## src/rtl/vmc_pkg.sv

```systemverilog
package vmc_pkg;
   // control bit positions inside the register
   localparam int CTL_W          = 8;
   localparam int CB_GLOBAL      = 0;
   localparam int CB_UNDERFLOW   = 1;
   localparam int CB_NOENTRY     = 2;
   localparam int CB_NOPEND      = 3;
   localparam int CB_G0_ON       = 4;
   localparam int CB_G0_OFF      = 5;
   localparam int CB_G1_ON       = 6;
   localparam int CB_G1_OFF      = 7;

   // status vector positions
   localparam int NUM_COND       = 7;
   localparam int SB_UNDERFLOW   = 0;
   localparam int SB_NOENTRY     = 1;
   localparam int SB_NOPEND      = 2;
   localparam int SB_G0_ON       = 3;
   localparam int SB_G0_OFF      = 4;
   localparam int SB_G1_ON       = 5;
   localparam int SB_G1_OFF      = 6;

   typedef struct packed {
      logic g1_off;
      logic g1_on;
      logic g0_off;
      logic g0_on;
      logic nopend;
      logic noentry;
      logic underflow;
      logic global_en;
   } ctl_t;
endpackage

```

## src/rtl/vmc_ctrl_reg.sv

```systemverilog
module vmc_ctrl_reg
   import vmc_pkg::*;
#(
   parameter int REG_W = 32,
   parameter int CNT_W = 5
) (
   input  logic             clk,
   input  logic             rst_n,
   input  logic             wr,
   input  logic [REG_W-1:0] wdata,
   input  logic             eoi_valid,
   input  logic             eoi_no_entry,
   input  logic             eoi_prio_cleared,
   output logic [REG_W-1:0] rdata,
   output ctl_t             ctl,
   output logic [CNT_W-1:0] cnt
);
   localparam int CNT_LSB = REG_W - CNT_W;
   localparam int RSV_W   = REG_W - CNT_W - CTL_W;
   localparam logic [CNT_W-1:0] CNT_MAX = {CNT_W{1'b1}};

   generate
      if (RSV_W < 0) begin : g_bad_width
         initial $error("vmc_ctrl_reg: REG_W too small for count and control");
      end
   endgenerate

   logic             bump;
   ctl_t             ctl_q;
   logic [CNT_W-1:0] cnt_q;

   assign bump = eoi_valid & eoi_no_entry & eoi_prio_cleared;

   always_ff @(posedge clk) begin
      if (!rst_n) begin
         ctl_q <= '0;
         cnt_q <= '0;
      end else if (wr) begin
         ctl_q <= ctl_t'(wdata[CTL_W-1:0]);
         cnt_q <= wdata[REG_W-1:CNT_LSB];
      end else if (bump) begin
         cnt_q <= cnt_q + 1'b1;
      end
   end

   generate
      if (RSV_W > 0) begin : g_rsv
         assign rdata = {cnt_q, {RSV_W{1'b0}}, ctl_q};
      end else begin : g_norsv
         assign rdata = {cnt_q, ctl_q};
      end
   endgenerate

   assign ctl = ctl_q;
   assign cnt = cnt_q;

   // one step on a qualified EOI
   a_r3_count_step: assert property (@(posedge clk) disable iff (!rst_n)
      (bump && !wr && cnt_q != CNT_MAX) |=> cnt_q == $past(cnt_q) + 1'b1);
   // other cycles without write keep the count
   a_r3_count_hold: assert property (@(posedge clk) disable iff (!rst_n)
      (!bump && !wr) |=> $stable(cnt_q));
   // wrap at maximum
   a_r4_wrap: assert property (@(posedge clk) disable iff (!rst_n)
      (bump && !wr && cnt_q == CNT_MAX) |=> cnt_q == '0);
   // write wins over increment
   a_r5_write_wins: assert property (@(posedge clk) disable iff (!rst_n)
      wr |=> cnt_q == $past(wdata[REG_W-1:CNT_LSB]));
endmodule

```

## src/rtl/vmc_cond.sv

```systemverilog
module vmc_cond
   import vmc_pkg::*;
#(
   parameter int NUM_ENTRIES = 4,
   parameter int CNT_W       = 5
) (
   input  logic                   clk,
   input  logic                   rst_n,
   input  ctl_t                   ctl,
   input  logic [CNT_W-1:0]       cnt,
   input  logic [NUM_ENTRIES-1:0] entry_valid,
   input  logic [NUM_ENTRIES-1:0] entry_pending,
   input  logic                   guest_grp0_en,
   input  logic                   guest_grp1_en,
   output logic [NUM_COND-1:0]    status
);
   generate
      if (NUM_ENTRIES < 1) begin : g_bad_entries
         initial $error("vmc_cond: NUM_ENTRIES must be at least 1");
      end
   endgenerate

   // at-most-one detector: ripple of "seen one" and "seen two"
   logic [NUM_ENTRIES:0] seen1;
   logic [NUM_ENTRIES:0] seen2;
   logic                 at_most_one;
   logic                 none_pending;

   assign seen1[0] = 1'b0;
   assign seen2[0] = 1'b0;
   generate
      for (genvar i = 0; i < NUM_ENTRIES; i++) begin : g_scan
         assign seen1[i+1] = seen1[i] | entry_valid[i];
         assign seen2[i+1] = seen2[i] | (seen1[i] & entry_valid[i]);
      end
   endgenerate
   assign at_most_one  = ~seen2[NUM_ENTRIES];
   assign none_pending = ~(|entry_pending);

   always_comb begin
      status               = '0;
      status[SB_UNDERFLOW] = ctl.underflow & at_most_one;
      status[SB_NOENTRY]   = ctl.noentry & (|cnt);
      status[SB_NOPEND]    = ctl.nopend & none_pending;
      status[SB_G0_ON]     = ctl.g0_on  &  guest_grp0_en;
      status[SB_G0_OFF]    = ctl.g0_off & ~guest_grp0_en;
      status[SB_G1_ON]     = ctl.g1_on  &  guest_grp1_en;
      status[SB_G1_OFF]    = ctl.g1_off & ~guest_grp1_en;
   end

   // underflow flag only with zero or one valid entry
   a_r7_underflow_count: assert property (@(posedge clk) disable iff (!rst_n)
      status[SB_UNDERFLOW] |-> $countones(entry_valid) <= 1);
   // two valid entries never flag underflow
   a_r7_underflow_off: assert property (@(posedge clk) disable iff (!rst_n)
      ($countones(entry_valid) > 1) |-> !status[SB_UNDERFLOW]);
   // a group cannot be flagged both enabled and disabled
   a_r9_g0_exclusive: assert property (@(posedge clk) disable iff (!rst_n)
      !(status[SB_G0_ON] && status[SB_G0_OFF]));
endmodule

```

## src/rtl/vmc_gate.sv

```systemverilog
module vmc_gate
   import vmc_pkg::*;
#(
   parameter int ID_W     = 10,
   parameter int SPUR_ID  = 1023
) (
   input  logic                clk,
   input  logic                rst_n,
   input  logic                global_en,
   input  logic [NUM_COND-1:0] status,
   input  logic [ID_W-1:0]     ack_id_in,
   output logic [ID_W-1:0]     ack_id_out,
   output logic                virq_gate,
   output logic                maint_irq
);
   localparam logic [ID_W-1:0] SPUR = ID_W'(SPUR_ID);

   generate
      if (SPUR_ID >= (1 << ID_W)) begin : g_bad_spur
         initial $error("vmc_gate: SPUR_ID does not fit in ID_W");
      end
   endgenerate

   assign maint_irq  = global_en & (|status);
   assign virq_gate  = global_en;
   assign ack_id_out = global_en ? ack_id_in : SPUR;

   // disabled interface never raises maintenance
   a_r10_quiet_off: assert property (@(posedge clk) disable iff (!rst_n)
      !virq_gate |-> !maint_irq);
   // any qualified condition while enabled raises it
   a_r10_any_cond: assert property (@(posedge clk) disable iff (!rst_n)
      (virq_gate && status != '0) |-> maint_irq);
   // disabled acknowledge is spurious
   a_r11_spurious: assert property (@(posedge clk) disable iff (!rst_n)
      !virq_gate |-> ack_id_out == SPUR);
endmodule

```

## src/rtl/vint_maint_ctrl.sv

```systemverilog
module vint_maint_ctrl
   import vmc_pkg::*;
#(
   parameter int REG_W       = 32,
   parameter int CNT_W       = 5,
   parameter int NUM_ENTRIES = 4,
   parameter int ID_W        = 10,
   parameter int SPUR_ID     = 1023
) (
   input  logic                   clk,
   input  logic                   rst_n,
   input  logic                   reg_wr,
   input  logic [REG_W-1:0]       reg_wdata,
   output logic [REG_W-1:0]       reg_rdata,
   input  logic [NUM_ENTRIES-1:0] entry_valid,
   input  logic [NUM_ENTRIES-1:0] entry_pending,
   input  logic                   guest_grp0_en,
   input  logic                   guest_grp1_en,
   input  logic                   eoi_valid,
   input  logic                   eoi_no_entry,
   input  logic                   eoi_prio_cleared,
   input  logic [ID_W-1:0]        ack_id_in,
   output logic [ID_W-1:0]        ack_id_out,
   output logic                   virq_gate,
   output logic                   maint_irq,
   output logic [NUM_COND-1:0]    cond_status
);
   ctl_t             ctl;
   logic [CNT_W-1:0] cnt;

   vmc_ctrl_reg #(.REG_W(REG_W), .CNT_W(CNT_W)) u_reg (
      .clk              (clk),
      .rst_n            (rst_n),
      .wr               (reg_wr),
      .wdata            (reg_wdata),
      .eoi_valid        (eoi_valid),
      .eoi_no_entry     (eoi_no_entry),
      .eoi_prio_cleared (eoi_prio_cleared),
      .rdata            (reg_rdata),
      .ctl              (ctl),
      .cnt              (cnt)
   );

   vmc_cond #(.NUM_ENTRIES(NUM_ENTRIES), .CNT_W(CNT_W)) u_cond (
      .clk           (clk),
      .rst_n         (rst_n),
      .ctl           (ctl),
      .cnt           (cnt),
      .entry_valid   (entry_valid),
      .entry_pending (entry_pending),
      .guest_grp0_en (guest_grp0_en),
      .guest_grp1_en (guest_grp1_en),
      .status        (cond_status)
   );

   vmc_gate #(.ID_W(ID_W), .SPUR_ID(SPUR_ID)) u_gate (
      .clk        (clk),
      .rst_n      (rst_n),
      .global_en  (ctl.global_en),
      .status     (cond_status),
      .ack_id_in  (ack_id_in),
      .ack_id_out (ack_id_out),
      .virq_gate  (virq_gate),
      .maint_irq  (maint_irq)
   );

   // register reads zero in the cycle after reset
   a_r1_reset_zero: assert property (@(posedge clk)
      !rst_n |=> reg_rdata == '0);
endmodule

```

## config.mk

```make
export PLATFORM = sky130hd
export DESIGN_NAME = vint_maint_ctrl
export DESIGN_NICKNAME = d
export VERILOG_FILES = /design/src/rtl/vmc_pkg.sv /design/src/rtl/vmc_ctrl_reg.sv /design/src/rtl/vmc_cond.sv /design/src/rtl/vmc_gate.sv /design/src/rtl/vint_maint_ctrl.sv
export SDC_FILE = /design/constraint.sdc
export NUM_CORES = 1
export LEC_CHECK = 0
export BUFFER_PORTS_ARGS = -buffer_cell sky130_fd_sc_hd__buf_2
export CORE_ASPECT_RATIO = 0.7
export CORE_MARGIN = 2
export CORE_UTILIZATION = 35
export CTS_CLUSTER_DIAMETER = 30
export CTS_CLUSTER_SIZE = 10
export DETAILED_ROUTE_END_ITERATION = 10
export GPL_TIMING_DRIVEN = 0
export PLACE_DENSITY = 0.85
export SYNTH_ARGS = -nofsm -noshare
export SYNTH_HDL_FRONTEND = slang
export SYNTH_SLANG_ARGS = --single-unit
```

## constraint.sdc

```tcl
create_clock -name clk -period 7 [get_ports clk]
set_input_delay 2.1 -clock clk [delete_from_list [all_inputs] [get_ports clk]]
set_output_delay 2.1 -clock clk [all_outputs]
set_load 0.01 [all_outputs]
```

### Word level (Yosys, flattened, before mapping)

Index checks and enable logic that the tools add are counted.

* flip-flop bits (word level): 13
* input port bits: 58

* add/sub/neg operators: 1
* mux-type cells: 3
* bitwise logic cells: 21
* reductions and logical operators: 4

Operators by type and width (count)
* $and 1x1->1: 13
* $mux 10: 1
* $mux 5: 2
* $reduce_or 7->1: 1
* $add 5x1->5 const B: 1
* $reduce_or 5->1: 1
* $not 1->1: 4
* $or 1x1->1: 4
* $reduce_or 4->1: 1
* $reduce_bool 2->1: 1

### Longest topological paths before layout

* word-level depth: 8
* depth in mapped cells: 5

### Modules after synthesis

A second synthesis with hierarchy kept.

* cell total of the unflattened synthesis: 113
* area total of the unflattened synthesis: 973.4 µm²

Modules (own cells, without submodules)
* vmc_ctrl_reg: instances 1, cells an instance 87, area an instance 790.8 µm², sequential area each 260.2 µm²
* vmc_gate: instances 1, cells an instance 15, area an instance 107.6 µm², sequential area each 0.0 µm²
* vmc_cond: instances 1, cells an instance 11, area an instance 75.1 µm², sequential area each 0.0 µm²

### Worst setup path after synthesis

OpenSTA, ideal clock, no wires.

* kind: input to output
* from: input port guest_grp1_en
* to: output port maint_irq
* data arrival time: 3127 ps
* required time: 4900 ps
* setup slack: 1773 ps
* stages on the path: 3
* path buffers: 0
* cell sequence: and2_1 -> or4_1 -> o41a_1

* word-level cells in the longest chain between the ends: 4

RTL lines
* from (decl): line vint_maint_ctrl.sv:18 `input logic guest_grp1_en,`
* $not 1->1: line vmc_cond.sv:48 `status[SB_G1_OFF] = ctl.g1_off & ~guest_grp1_en;`
* $and 1x1->1: line vmc_cond.sv:48
* $reduce_or 7->1 (*): line vmc_gate.sv:24 `assign maint_irq = global_en & (|status);`
* $and 1x1->1 (*): line vmc_gate.sv:24
* to (decl): line vint_maint_ctrl.sv:25 `output logic maint_irq,`

Every way passes the cells marked *; elsewhere a longest branch is shown, timed or not.

### Worst setup path after layout

* from: input port guest_grp0_en
* to: output port maint_irq

* word-level cells in the longest chain between the ends: 4

RTL lines
* from (decl): line vint_maint_ctrl.sv:17 `input logic guest_grp0_en,`
* $not 1->1: line vmc_cond.sv:46 `status[SB_G0_OFF] = ctl.g0_off & ~guest_grp0_en;`
* $and 1x1->1: line vmc_cond.sv:46
* $reduce_or 7->1 (*): line vmc_gate.sv:24
* $and 1x1->1 (*): line vmc_gate.sv:24

Marks and branches as above.

==> results.md <==
- Status: completed
- Leakage power: 0.8000 nW
- Leading area contributor after synthesis: dfxtp_1
- Setup violators final: 0
- Post-Synth Adder-Cell Area: 2.743%
- Avg Inst Size Synth: 8.856 sq um
- Final GP Congestion: 0.7005
- Largest net degree at the start of global routing: 11
- Final Cell Area: 1414 sq um
- DP Wirelength: 1918 microns
- Cts hold-fix bufs: 0
- Setup Crit Path Kind: in -> out
- Via count: 956
- H-tree Lvls: 1
- Chip Width: 65.02 microns
- Synth Flop Type: dfxtp_1
- Global Route Usage Sum: 15.42%
- Most frequent cells after synthesis: buf_4, nand2b_1, dfxtp_1
- CTS Buffer Depth: 2
- Top-count cell post-synth: buf_4
- Post-synthesis mux area share: 10.01%
- First-pass GRT wire length: 3477 microns
- Number of global-route vias before repair: 829
- Post-synth EDFFs: 0
- Share of cells above drive strength 1: 50.00%
- Postcts setup bufs: 0
- Simple-Gate Fraction of Synth Area: 24.28%
- Top Ports: 109
- Unrepaired setup endpoints after global routing: false
- PortBufs: 69
- Final period util: 78.11%
- Peak VDD IR: 0.1100 mV
- CP startpoint kind: input pin
- Synth area leaders: dfxtp_1, buf_4, nand2b_1
- CTS tree: yes
- WP data required: 4.90 ns
- NumNets Final: 255
- Clk Latency, worst-skew pair: 0.24 ns
- Finished Layout Cells: 228
- Area of the die: 3037 sq um
- Crit path DAT: 3.37 ns
- Post-CTS sizing: 0
- 1st-pass router iterations: 4
- Nature of the critical path endpoint: primary output
- PwrDens: 147.9 nW/um^2
- Largest family of logic cells by synthesized area: simple AND/OR/NAND/NOR gates
- Starting Density: 37.10%
- Placed insts: 224
- Wire per inst: 10.08 microns
- Asr flop ratio synth: 0%
- Max Slew Vio Count: 0
- Detailed Route WL: 2298 microns
- Clock-pin slew of the registers on the worst-case setup and hold paths: 0.06 ns
- CTS buffer count: 3
- Worst Hold Class: reg -> reg
- Number of diodes: 0
- Post-synthesis cell area: 912.1 sq um
- Drt initial violations: 21
- Synth Area in Compound Gates: 12.07%
- DRC: 0
- Row Count: 15
- DRT antenna net count: 0
- Sequential-to-total area share from yosys stat: 28.53%
- Yosys top cell area share: 28.53%
- Grt total ovfl: 0
- Min cycle time layout: 5.468 ns
- Post-synthesis xor/xnor area fraction: 1.920%
- Final Skew: 0.0002422 ns
- Reg-to-reg slack, setup: 5.67 ns
- Fmax: 182.9 MHz
- Core area: 2459 sq um
- Die Height: 46.71 microns
- Critical Path Fanout Max: 2
- Hold Fails Final Rpt: 0
- Setup TNS: 0 ns
- TritonCTS Sinks: 13
- FF+latch count, synth: 13
- Synth warnings: 0
- Smallest hold slack: 0.5390 ns
- Clock Tree Root: clkbuf_8
- Library cells used by synthesis: 29
- Filler instances: 260
- Synth Instances: 103
- Synthesis-to-finish area growth: 55.01%
- Antenna violations before repair: 0
- Post-DP Area: 1368 sq um
- Max_cap viols: 0
- Vias per Instance: 4.193
[routing by layer]
metal,vias up,GRT usage [%],wire length (microns)
met5,-,0,0
li1,493,-,-
met4,0,3.750,8
met3,2,7.090,241
met1,416,17.42,969
met2,45,27.42,1079
[flip-flops by register name (all words and copies together) (netlist names)]
signal     cells
u_reg.cnt      5
u_reg.ctl      8
[through the flow]
stage	total power, W	setup WS, ns	util [%]
6_report	0.0002091	1.532	57.51
3_3_place_gp	0.0001423	1.551	55.62
5_1_grt	0.0002231	1.484	57.51
2_1_floorplan	0.0001206	1.773	-
4_1_cts	0.0002120	1.531	57.51
3_5_place_dp	0.0001432	1.533	55.62
[worst max-delay path, cell delays in order]
cell and delay, ns:
buf_2 0.11, and2_4 0.15, or4_1 0.55, o41a_1 0.32, buf_2 0.14
[power by group]
part	internal, W	switching (W)
Clock	0.0000393	0.0000279
Sequential	0.0000790	0.00000470
Combinational	0.0000316	0.0000266
[layout make-up]
cell class / count / area (sq um) / share of cell area (%)
Sequential cell: 13 / 260.3 / 18.41
Inverter: 4 / 15.01 / 1.062
Clock buffer: 3 / 41.29 / 2.920
Timing Repair Buffer: 69 / 345.3 / 24.42
Tap cell: 34 / 42.54 / 3.009
Multi-Input combinational cell: 80 / 536.8 / 37.96
Clock inverter: 1 / 5.005 / 0.3540
Buffer: 24 / 167.7 / 11.86
[cells in the final DEF (no fill, tap or decap)]
cell type  netlist  routed
clkinv_2         0       1
ha_1             2       2
and2b_4          1       1
nand3_1          3       3
and2_1           2       2
o41a_1           2       2
conb_1           1      19
o21ai_1          1       1
dfxtp_1         13      13
buf_2            2      71
inv_1            4       4
a211oi_1         2       2
a21oi_1          1       1
nand2b_1        14      14
nor4_1           1       1
buf_4           20      20
nor3_1           2       2
xnor2_1          1       1
mux2i_1          8       8
and2b_1          1       1
clkbuf_8         0       3
clkbuf_1         2       2
and2_4           1       1
nand4_1          1       1
or4_1            1       1
o211a_1          2       2
o311a_1          2       2
mux2_1           1       1
o21a_1           3       3
nor2b_1          8       8
xor2_1           1       1
[final timing paths]
kind | startpoint | endpoint | depth (start not counted)
setup / recovery | guest_grp0_en | maint_irq | 5
hold / removal | u_reg.ctl[1]$_SDFFE_PN0P_ | u_reg.ctl[1]$_SDFFE_PN0P_ | 2
setup reg to reg | u_reg.cnt[0]$_SDFFE_PN0P_ | u_reg.cnt[4]$_SDFFE_PN0P_ | 4
hold reg to reg | u_reg.ctl[1]$_SDFFE_PN0P_ | u_reg.ctl[1]$_SDFFE_PN0P_ | 2
[kinds of logic (layout without fill, tap and decap cells)]
| group | count (synthesis) | in the layout |
|---|---|---|
| flip-flops | 13 | 13 |
| other | 1 | 19 |
| XOR/XNOR | 2 | 2 |
| adder cells (fa/ha/maj) | 2 | 2 |
| AND/OR/NAND/NOR | 35 | 35 |
| AO/OA/AOI/OAI | 13 | 13 |
| buffers and inverters | 28 | 101 |
| multiplexers | 9 | 9 |
(Power assumes the default switching activity.)
